<file path="src/rtl/errsweep_pkg.sv">
package errsweep_pkg;

  // How the partial-product columns below LOW_COLS are reduced.
  typedef enum logic {
    LOW_TRUNC = 1'b0,
    LOW_OR    = 1'b1
  } low_mode_e;

endpackage

</file>
<file path="src/rtl/errsweep_approx_mul.sv">
module errsweep_approx_mul
  import errsweep_pkg::*;
#(
  parameter int        W        = 8,
  parameter int        LOW_COLS = 4,
  parameter low_mode_e LOW_MODE = LOW_TRUNC
) (
  input  logic [W-1:0]   a,
  input  logic [W-1:0]   b,
  output logic [2*W-1:0] prod
);
  localparam int PW = 2 * W;

  // Exact sum of every partial product whose column is at or above LOW_COLS.
  function automatic logic [PW-1:0] upper_sum(input logic [W-1:0] x, input logic [W-1:0] y);
    logic [PW-1:0] acc;
    acc = '0;
    for (int i = 0; i < W; i++) begin
      for (int j = 0; j < W; j++) begin
        if ((i + j) >= LOW_COLS && x[i] && y[j]) begin
          acc = acc + (PW'(1) << (i + j));
        end
      end
    end
    return acc;
  endfunction

  // OR of all partial products that fall into column col.
  function automatic logic column_any(input logic [W-1:0] x, input logic [W-1:0] y, input int col);
    logic hit;
    hit = 1'b0;
    for (int i = 0; i < W; i++) begin
      for (int j = 0; j < W; j++) begin
        if ((i + j) == col) begin
          hit = hit | (x[i] & y[j]);
        end
      end
    end
    return hit;
  endfunction

  logic [LOW_COLS-1:0] low_bits;

  for (genvar c = 0; c < LOW_COLS; c++) begin : g_low
    if (LOW_MODE == LOW_OR) begin : g_or
      assign low_bits[c] = column_any(a, b, c);
    end else begin : g_trunc
      assign low_bits[c] = 1'b0;
    end
  end

  assign prod = upper_sum(a, b) | {{(PW-LOW_COLS){1'b0}}, low_bits};

endmodule

</file>
<file path="src/rtl/errsweep_seq.sv">
module errsweep_seq #(
  parameter int W = 8
) (
  input  logic         clk,
  input  logic         rst_n,
  input  logic         start,
  output logic         busy,
  output logic         done,
  output logic [W-1:0] op_a,
  output logic [W-1:0] op_b,
  output logic         start_accept,
  output logic         last_pair
);
  // Operand A is the inner loop, operand B the outer loop.
  assign start_accept = start & ~busy;
  assign last_pair    = busy & (&op_a) & (&op_b);

  always_ff @(posedge clk or negedge rst_n) begin
    if (!rst_n) begin
      busy <= 1'b0;
      done <= 1'b0;
      op_a <= '0;
      op_b <= '0;
    end else if (start_accept) begin
      busy <= 1'b1;
      done <= 1'b0;
      op_a <= '0;
      op_b <= '0;
    end else if (busy) begin
      if (last_pair) begin
        busy <= 1'b0;
        done <= 1'b1;
      end else begin
        op_a <= op_a + 1'b1;
        if (&op_a) begin
          op_b <= op_b + 1'b1;
        end
      end
    end
  end

endmodule

</file>
<file path="src/rtl/errsweep_accum.sv">
module errsweep_accum #(
  parameter int W         = 8,
  parameter int ABS_SUM_W = 32,
  parameter int SQ_SUM_W  = 48,
  parameter int CNT_W     = 17
) (
  input  logic                 clk,
  input  logic                 rst_n,
  input  logic                 clear,
  input  logic                 step,
  input  logic [2*W-1:0]       approx,
  input  logic [2*W-1:0]       exact,
  output logic                 ed_nonzero,
  output logic [ABS_SUM_W-1:0] abs_err_sum,
  output logic [CNT_W-1:0]     err_count,
  output logic [2*W-1:0]       max_abs_err,
  output logic [SQ_SUM_W-1:0]  sq_err_sum,
  output logic [CNT_W-1:0]     zero_prod_count
);
  localparam int PW  = 2 * W;
  localparam int SQW = 2 * PW;

  function automatic logic [PW-1:0] magnitude(input logic [PW-1:0] x, input logic [PW-1:0] y);
    return (x >= y) ? (x - y) : (y - x);
  endfunction

  function automatic logic [SQW-1:0] square(input logic [PW-1:0] m);
    return SQW'(m) * SQW'(m);
  endfunction

  logic [PW-1:0]  mag;
  logic [SQW-1:0] mag_sq;
  logic           exact_zero;

  assign mag        = magnitude(approx, exact);
  assign mag_sq     = square(mag);
  assign ed_nonzero = (approx != exact);
  assign exact_zero = (exact == '0);

  always_ff @(posedge clk or negedge rst_n) begin
    if (!rst_n) begin
      abs_err_sum     <= '0;
      err_count       <= '0;
      max_abs_err     <= '0;
      sq_err_sum      <= '0;
      zero_prod_count <= '0;
    end else if (clear) begin
      abs_err_sum     <= '0;
      err_count       <= '0;
      max_abs_err     <= '0;
      sq_err_sum      <= '0;
      zero_prod_count <= '0;
    end else if (step) begin
      abs_err_sum     <= abs_err_sum + ABS_SUM_W'(mag);
      err_count       <= err_count + CNT_W'(ed_nonzero);
      sq_err_sum      <= sq_err_sum + SQ_SUM_W'(mag_sq);
      zero_prod_count <= zero_prod_count + CNT_W'(exact_zero);
      if (mag > max_abs_err) begin
        max_abs_err <= mag;
      end
    end
  end

endmodule

</file>
<file path="src/rtl/errsweep_engine.sv">
module errsweep_engine
  import errsweep_pkg::*;
#(
  parameter int        W         = 8,
  parameter int        LOW_COLS  = 4,
  parameter low_mode_e LOW_MODE  = LOW_TRUNC,
  parameter int        ABS_SUM_W = 32,
  parameter int        SQ_SUM_W  = 48
) (
  input  logic                 clk,
  input  logic                 rst_n,
  input  logic                 start,
  output logic                 busy,
  output logic                 done,
  output logic [ABS_SUM_W-1:0] abs_err_sum,
  output logic [2*W:0]         err_count,
  output logic [2*W-1:0]       max_abs_err,
  output logic [SQ_SUM_W-1:0]  sq_err_sum,
  output logic [2*W:0]         zero_prod_count
);
  localparam int PW    = 2 * W;
  localparam int CNT_W = PW + 1;

  logic [W-1:0]  op_a;
  logic [W-1:0]  op_b;
  logic [PW-1:0] approx_prod;
  logic [PW-1:0] exact_prod;
  logic          start_accept;
  logic          last_pair;
  logic          sample_mismatch;

  errsweep_seq #(.W(W)) u_seq (
    .clk          (clk),
    .rst_n        (rst_n),
    .start        (start),
    .busy         (busy),
    .done         (done),
    .op_a         (op_a),
    .op_b         (op_b),
    .start_accept (start_accept),
    .last_pair    (last_pair)
  );

  errsweep_approx_mul #(
    .W        (W),
    .LOW_COLS (LOW_COLS),
    .LOW_MODE (LOW_MODE)
  ) u_mul (
    .a    (op_a),
    .b    (op_b),
    .prod (approx_prod)
  );

  assign exact_prod = PW'(op_a) * PW'(op_b);

  errsweep_accum #(
    .W         (W),
    .ABS_SUM_W (ABS_SUM_W),
    .SQ_SUM_W  (SQ_SUM_W),
    .CNT_W     (CNT_W)
  ) u_acc (
    .clk             (clk),
    .rst_n           (rst_n),
    .clear           (start_accept),
    .step            (busy),
    .approx          (approx_prod),
    .exact           (exact_prod),
    .ed_nonzero      (sample_mismatch),
    .abs_err_sum     (abs_err_sum),
    .err_count       (err_count),
    .max_abs_err     (max_abs_err),
    .sq_err_sum      (sq_err_sum),
    .zero_prod_count (zero_prod_count)
  );

endmodule

</file>
<file path="config.mk">
export PLATFORM = sky130hd
export DESIGN_NAME = errsweep_engine
export DESIGN_NICKNAME = d
export VERILOG_FILES = /design/src/rtl/errsweep_pkg.sv /design/src/rtl/errsweep_approx_mul.sv /design/src/rtl/errsweep_seq.sv /design/src/rtl/errsweep_accum.sv /design/src/rtl/errsweep_engine.sv
export SDC_FILE = /design/constraint.sdc
export NUM_CORES = 1
export LEC_CHECK = 0
export BUFFER_PORTS_ARGS = -buffer_cell sky130_fd_sc_hd__buf_2
export CELL_PAD_IN_SITES_DETAIL_PLACEMENT = 0
export CELL_PAD_IN_SITES_GLOBAL_PLACEMENT = 1
export CORE_ASPECT_RATIO = 1.25
export CORE_MARGIN = 8
export CORE_UTILIZATION = 35
export CTS_CLUSTER_SIZE = 30
export DETAILED_ROUTE_END_ITERATION = 8
export PLACE_DENSITY_LB_ADDON = 0.1
export SLEW_MARGIN = 10
export SYNTH_ARGS = -nofsm -noshare
export SYNTH_HDL_FRONTEND = slang
export SYNTH_SLANG_ARGS = --single-unit
</file>
<file path="constraint.sdc">
create_clock -name clk -period 29.5 [get_ports clk]
set_clock_uncertainty 0.1 [all_clocks]
set_input_delay 7.375 -clock clk [delete_from_list [all_inputs] [get_ports clk]]
set_output_delay 7.375 -clock clk [all_outputs]
set_load 0.1 [all_outputs]
</file>
======== Word level (Yosys, flattened, before mapping) ========
Cells that the tools add are included.
storage, ports and cells
  bits of input ports ..................... 3
  flip-flop bits (word level) ............. 148
  output and inout port bits .............. 132
cells by class
  $mul .................................... 2
  magnitude comparators ................... 2
  equality and inequality tests ........... 2
  reduce and logical (&&, ||, !) cells .... 65
  multiplexer cells ....................... 79
  add/subtract/negate cells ............... 61
  bitwise gates (word level) .............. 4
operators with widths
  cell                                                               number
  16-bit two-way mux                                                 57
  16-bit by 8-bit adder with 16-bit output (second input constant)   8
  16-bit by 7-bit adder with 16-bit output (second input constant)   7
  16-bit by 9-bit adder with 16-bit output (second input constant)   7
  16-bit by 10-bit adder with 16-bit output (second input constant)  6
  16-bit by 6-bit adder with 16-bit output (second input constant)   6
  48-bit two-way mux                                                 2
  16-bit by 11-bit adder with 16-bit output (second input constant)  5
  17-bit two-way mux                                                 4
  16-bit by 12-bit adder with 16-bit output (second input constant)  4
  16-bit by 5-bit adder with 16-bit output (second input constant)   4
  32-bit two-way mux                                                 2
  8-bit two-way mux                                                  7
  1-bit logical AND                                                  54
  16-bit by 13-bit adder with 16-bit output (second input constant)  3
  48-bit by 32-bit adder with 48-bit output                          1
  17-bit by 1-bit adder with 17-bit output                           2
  16-bit by 14-bit adder with 16-bit output (second input constant)  2
  32-bit by 16-bit adder with 32-bit output                          1
  16-bit by 16-bit multiplier with 32-bit output                     1
  16-bit subtractor                                                  2
  16-bit by 15-bit adder with 16-bit output (second input constant)  1
  8-bit by 1-bit adder with 8-bit output (second input constant)     2
  16-bit greater-or-equal comparator                                 1
  other kinds (13)                                                   26

======== Logic depth before layout (Yosys ltp) ========
  depth after elaboration ................. 114
  gate-level depth with buffers ........... 158
  gate-level depth less buffers ........... 152

======== Hierarchy ========
A second synthesis with hierarchy kept.
second synthesis, totals
  cells, all modules ...................... 3,801
  area, all modules ....................... 30,991.0 µm²
by module, submodules not included
  module               area each (µm²)  cells an instance  sequential area each (µm²)  times used
  errsweep_accum       17,077.6         1,911              3,253.1                     1
  errsweep_approx_mul  10,880.4         1,553              0.0                         1
  errsweep_engine      2,113.3          243                0.0                         1
  errsweep_seq         919.6            94                 450.4                       1

======== Worst setup path after synthesis ========
No wires, ideal clock.
  path kind ............................... reg2reg
  from .................................... reg u_seq.op_b[4]
  to ...................................... reg u_acc.sq_err_sum[43]
  path slack .............................. 384 ps
  stages on the path, launching flop included .. 147
  buffers on the path ..................... 9
  period minus slack after synthesis ...... 29,116 ps
  required time ........................... 29,299 ps
  data arrival time ....................... 28,915 ps
  path through ............................ dfrtp_1 -> clkbuf_1 -> clkbuf_1 -> and2_1 -> ha_1 -> nand2b_1 -> o2111a_1 -> nor2_1 -> ha_1 -> nand3_1 -> nor2_1 -> nor2_1 -> xnor2_1 -> inv_1 -> ha_1 -> and3_1 -> xnor2_2 -> xnor2_2 -> (+111 left out) -> o21bai_1 -> a21oi_1 -> o21bai_1 -> a21oi_1 -> o21bai_1 -> a21oi_1 -> o21bai_1 -> a21oi_1 -> nor2b_1 -> o21a_1 -> o21a_1 -> o21a_1 -> o21a_1 -> o21a_1 -> nand2_1 -> clkbuf_1 -> o211ai_1 -> o31ai_1
between the ends
  longest elaborated chain between the ends .. 114
  elaborated cells on any way between the ends .. 124
  those cells by class .................... add/sub: 56; mul: 2; order compare: 1; mux: 57; reduce/logical: 8
ends and longest elaborated chain
  item                                                                            RTL line                   source
  from (decl)                                                                     errsweep_seq.sv:10         output logic [W-1:0] op_b,
  from (signal assigned)                                                          errsweep_seq.sv:36         op_b <= op_b + 1'b1;
  1-bit logical AND                                                               errsweep_approx_mul.sv:20  if ((i + j) >= LOW_COLS && x[i] && y[j]) begin
  5-bit two-way mux                                                               errsweep_approx_mul.sv:20
  16-bit by 6-bit adder with 16-bit output                                        errsweep_approx_mul.sv:21  acc = acc + (PW'(1) << (i + j));
  16-bit two-way mux                                                              errsweep_approx_mul.sv:20
  16-bit by 7-bit adder with 16-bit output                                        errsweep_approx_mul.sv:21
  16-bit two-way mux                                                              errsweep_approx_mul.sv:20
  16-bit by 8-bit adder with 16-bit output                                        errsweep_approx_mul.sv:21
  16-bit two-way mux                                                              errsweep_approx_mul.sv:20
  (+98 left out)                                                                  -
  16-bit by 15-bit adder with 16-bit output                                       errsweep_approx_mul.sv:21
  16-bit two-way mux                                                              errsweep_approx_mul.sv:20
  16-bit subtractor / 16-bit greater-or-equal comparator (equally long branches)  errsweep_accum.sv:24       return (x >= y) ? (x - y) : (y - x);
  16-bit two-way mux (*)                                                          errsweep_accum.sv:24
  16-bit by 16-bit multiplier with 32-bit output (*)                              errsweep_accum.sv:28       return SQW'(m) * SQW'(m);
  48-bit by 32-bit adder with 48-bit output (*)                                   errsweep_accum.sv:56       sq_err_sum <= sq_err_sum + SQ_SUM_W'(mag_sq);
  48-bit two-way mux (*)                                                          errsweep_accum.sv:53       end else if (step) begin
  48-bit two-way mux (*)                                                          errsweep_accum.sv:47       end else if (clear) begin
  to (signal assigned)                                                            errsweep_accum.sv:56
  to (decl)                                                                       errsweep_accum.sv:17       output logic [SQ_SUM_W-1:0] sq_err_sum,
Every way passes the cells marked *; elsewhere a longest branch is shown, timed or not. The select of a mux whose other input is x is not followed.
A chain may end at the register's enable or synchronous reset.

======== Worst setup path in the final report ========
  from .................................... reg u_seq.op_a[0]
  to ...................................... reg u_acc.sq_err_sum[42]
between the ends
  longest elaborated chain between the ends .. 114
  elaborated cells on any way between the ends .. 120
  those cells by class .................... add/sub: 56; mul: 2; order compare: 1; mux: 57; reduce/logical: 4
ends and longest elaborated chain
  item                                                                            RTL line                   source
  from (decl)                                                                     errsweep_seq.sv:9          output logic [W-1:0] op_a,
  from (signal assigned)                                                          errsweep_seq.sv:34         op_a <= op_a + 1'b1;
  1-bit logical AND                                                               errsweep_approx_mul.sv:20
  5-bit two-way mux                                                               errsweep_approx_mul.sv:20
  16-bit by 6-bit adder with 16-bit output                                        errsweep_approx_mul.sv:21
  16-bit two-way mux                                                              errsweep_approx_mul.sv:20
  16-bit by 7-bit adder with 16-bit output                                        errsweep_approx_mul.sv:21
  16-bit two-way mux                                                              errsweep_approx_mul.sv:20
  16-bit by 8-bit adder with 16-bit output                                        errsweep_approx_mul.sv:21
  16-bit two-way mux                                                              errsweep_approx_mul.sv:20
  (+98 left out)                                                                  -
  16-bit by 15-bit adder with 16-bit output                                       errsweep_approx_mul.sv:21
  16-bit two-way mux                                                              errsweep_approx_mul.sv:20
  16-bit subtractor / 16-bit greater-or-equal comparator (equally long branches)  errsweep_accum.sv:24
  16-bit two-way mux (*)                                                          errsweep_accum.sv:24
  16-bit by 16-bit multiplier with 32-bit output (*)                              errsweep_accum.sv:28
  48-bit by 32-bit adder with 48-bit output (*)                                   errsweep_accum.sv:56
  48-bit two-way mux (*)                                                          errsweep_accum.sv:53
  48-bit two-way mux (*)                                                          errsweep_accum.sv:47
Marks and branches as above.

==> metrics.md <==
| Metric | Value |
|---|---|
| Status | `complete, no violations` |
| Detailed Route Iter0 Violations | `1130` |
| CTS buffer count | `17` |
| Max FO, Critical Path | `15` |
| Syn Nets | `3824` |
| Gpl congestion | `0.845` |
| Flops & latches, synth | `148` |
| Tmin final | `27.79 ns` |
| H-tree depth | `4` |
| Initial core utilization | `35.4%` |
| TritonCTS clock tree | `built` |
| Nets@finish | `4022` |
| Worst hold margin | `0.390 ns` |
| Synth top area cells | `fa_1 17%, dfrtp_1 14%, ha_1 12%, inv_1 7.4%, xnor2_1 6.0%` |
| Skew-Pair Late Insertion Delay | `0.47 ns` |
| Core area | `77500 µm²` |
| Critical path type | `reg -> reg` |
| Post-Syn Instances | `3335` |
| Clock root buffer | `clkbuf_16` |
| Largest net degree at the start of global routing | `91` |
| Worst-Margin Slew | `1.16 ns` |
| Ys flop type | `dfrtp_1` |
| GR met3 Demand/Resource | `1.79%` |
| First-pass GRT wire length | `136 mm` |
| Synth top area share | `17.0%` |
| Distinct cell type count after synthesis | `114` |
| Wirelength per Cell | `18.2 µm` |
| Clock Pin Slew Worst Setup and Hold Paths | `0.07 ns` |
| Die W | `266 µm` |
| First-pass DRT Iterations | `5` |
| Clock Sinks | `148` |
| Fillcell total | `7971` |
| Post-synthesis sequential area ratio | `13.5%` |
| P&R area growth vs syn | `13.4%` |
| Worst hold path type | `reg -> reg` |
| # setup viols final | `0` |
| Diodes inserted | `0` |
| YS warnings | `0` |
| Total number of vias | `23.8k` |
| Count leader, synth | `inv_1` |
| Port-buffer cells | `134` |
| Die area | `87500 µm²` |
| Post-synth EDFFs | `0` |
| DRC violations left | `0` |
| Post-route ant nets | `0` |
| Initial antenna violation count | `0` |
| GRT Total Usage | `19.1%` |
| Type of origin of the critical path | `register` |
| Vias per inst | `5.19` |
| Top Usage Layer GRT | `met2` |
| Maximum clock insertion buffer count | `2` |
| Crit-path max cell delay | `0.59 ns` |
| Cell Area, Synth | `27400 µm²` |
| Mean Syn Cell Area | `8.21 µm²` |
| Number of global-route vias before repair | `25.1k` |
| M2 GR Usage | `36.8%` |
| Final hold viol count | `0` |
| Final Max Slew Viols | `0` |
| CP required | `29.78 ns` |
| I/O pin cnt | `135` |
| Layout cells sized above 1 | `14.0%` |
| Slowest cell on crit path | `fa_1` |
| GRT met1 Usage | `22.6%` |
| Leading area contributor after synthesis | `fa_1` |
| Worst Setup End Kind | `register` |
| Period utilization | `94.2%` |
| Post-Route WL | `83.5 mm` |
| DPL Wire Length | `67.3 mm` |
| Core Rows | `114` |
| Top cells by count, synth | `537 x inv_1, 395 x nand2_1, 254 x ha_1, 232 x fa_1, 187 x xnor2_1` |
| FFs w/ async S/R, synth | `100%` |
| GRT overflow | `0` |
| Maxcap violations | `0` |
| Die Ht | `329 µm` |
| CP arrival | `28.07 ns` |
| Rel. slew slack | `22.6%` |
| Fmax achieved | `0.0360 GHz` |
| Most used cell, CP | `ha_1` |
## metrics by stage
step | instances | instance area (µm²) | worst slack, ns | setup TNS [ns] | util, %
2_1_floorplan | 3335 | 27400 | 0.384 | 0 | -
3_3_place_gp | 4527 | 29800 | 0.0448 | 0 | 38.5
3_5_place_dp | 4527 | 29800 | -0.603 | -5.05 | 38.5
4_1_cts | 4561 | 30500 | 0.0680 | 0 | 39.3
5_1_grt | 4590 | 31100 | -0.144 | -1.09 | 40.1
6_report | 4590 | 31100 | 1.71 | 0 | 40.1
## cell families after synthesis
logic type      Yosys count  synth area share (%)
simple gates           1052                  18.5
buf+inv                 649                  8.96
compound gates          630                  15.9
fa+ha+maj               490                  28.7
xor+xnor                284                  11.0
flops                   148                  13.5
mux                      82                  3.38
## registers in the layout, summed over array words and instances (netlist names)
register / count
u_acc.zero_prod_count: 17
u_seq.done: 1
u_acc.sq_err_sum: 48
u_acc.max_abs_err: 16
u_seq.op_a: 8
u_seq.busy: 1
u_acc.err_count: 17
u_acc.abs_err_sum: 32
u_seq.op_b: 8
## path summary, 6_finish.rpt
kind,slack [ns],depth (start not counted),start,end
max in group asynchronous,20.96,2,rst_n,u_seq.op_a[1]
setup / recovery,1.71,139,u_seq.op_a[0],u_acc.sq_err_sum[42]
min in group asynchronous,6.90,1,rst_n,u_acc.abs_err_sum[22]
hold reg to reg,0.39,1,u_acc.abs_err_sum[31],u_acc.abs_err_sum[31]
setup reg to reg,1.71,139,u_seq.op_a[0],u_acc.sq_err_sum[42]
hold / removal,0.39,1,u_acc.abs_err_sum[31],u_acc.abs_err_sum[31]
## per-layer routing
metal | wire, µm | part of all wire [%]
met3 | 1730 | 2.1
met2 | 45000 | 54
met4 | 1620 | 1.9
met1 | 35100 | 42
met5 | 0 | 0
## critical path: cells and delay by family (launching register included)
| family | cells | cell delay, ns |
|---|---|---|
| mux | 3 | 0.82 |
| flops | 1 | 0.40 |
| simple gates | 34 | 5.46 |
| fa+ha+maj | 24 | 7.43 |
| xor+xnor | 29 | 6.36 |
| buf+inv | 16 | 1.47 |
| compound gates | 33 | 5.59 |
## final cells by class
class | instances | area (µm²) | share of cell area, %
Clock buffer | 19 | 433 | 1.39
Clock inverter | 13 | 116 | 0.375
Sequential cell | 148 | 3700 | 11.9
Inverter | 558 | 2100 | 6.77
Multi-Input combinational cell | 2539 | 21700 | 69.8
Tap cell | 1044 | 1310 | 4.20
Timing Repair Buffer | 269 | 1710 | 5.50
## layout by cell type, fill, tap and decap left out, types with 13 or more instances in the layout
cell type	netlist	routed
inv_1	537	535
o31ai_1	42	42
mux2_2	19	19
clkbuf_16	0	17
nand3_1	117	117
o21bai_1	52	52
mux2i_1	51	49
xnor2_1	187	170
nand4_1	49	49
buf_4	3	131
a21o_1	46	45
a21oi_1	110	89
xor2_1	56	53
nand2b_1	15	15
nor2b_1	21	19
or3_1	13	13
fa_1	232	232
ha_1	254	251
dfrtp_1	148	148
and2_1	39	38
and3_1	57	54
a21oi_2	4	25
nor2_1	184	180
nand2_1	395	388
nor4_1	35	34
o21a_1	16	16
o21ai_0	142	136
a211oi_1	15	14
a31oi_1	15	15
buf_2	5	134
o211ai_1	34	34
xnor2_2	10	25
xnor3_1	19	16
nor3_1	54	52
## repair_timing
action,CTS,global route
hold endpoints to repair,0,0
setup endpoints to repair,15,23
hold buffers,0,0
cloned,0,2
setup buffers,2,27
pin swaps,2,45
gates resized for setup,13,87
Power is not shown: default switching activity piles up to over one toggle a cycle in this logic, so the estimate is an artifact.
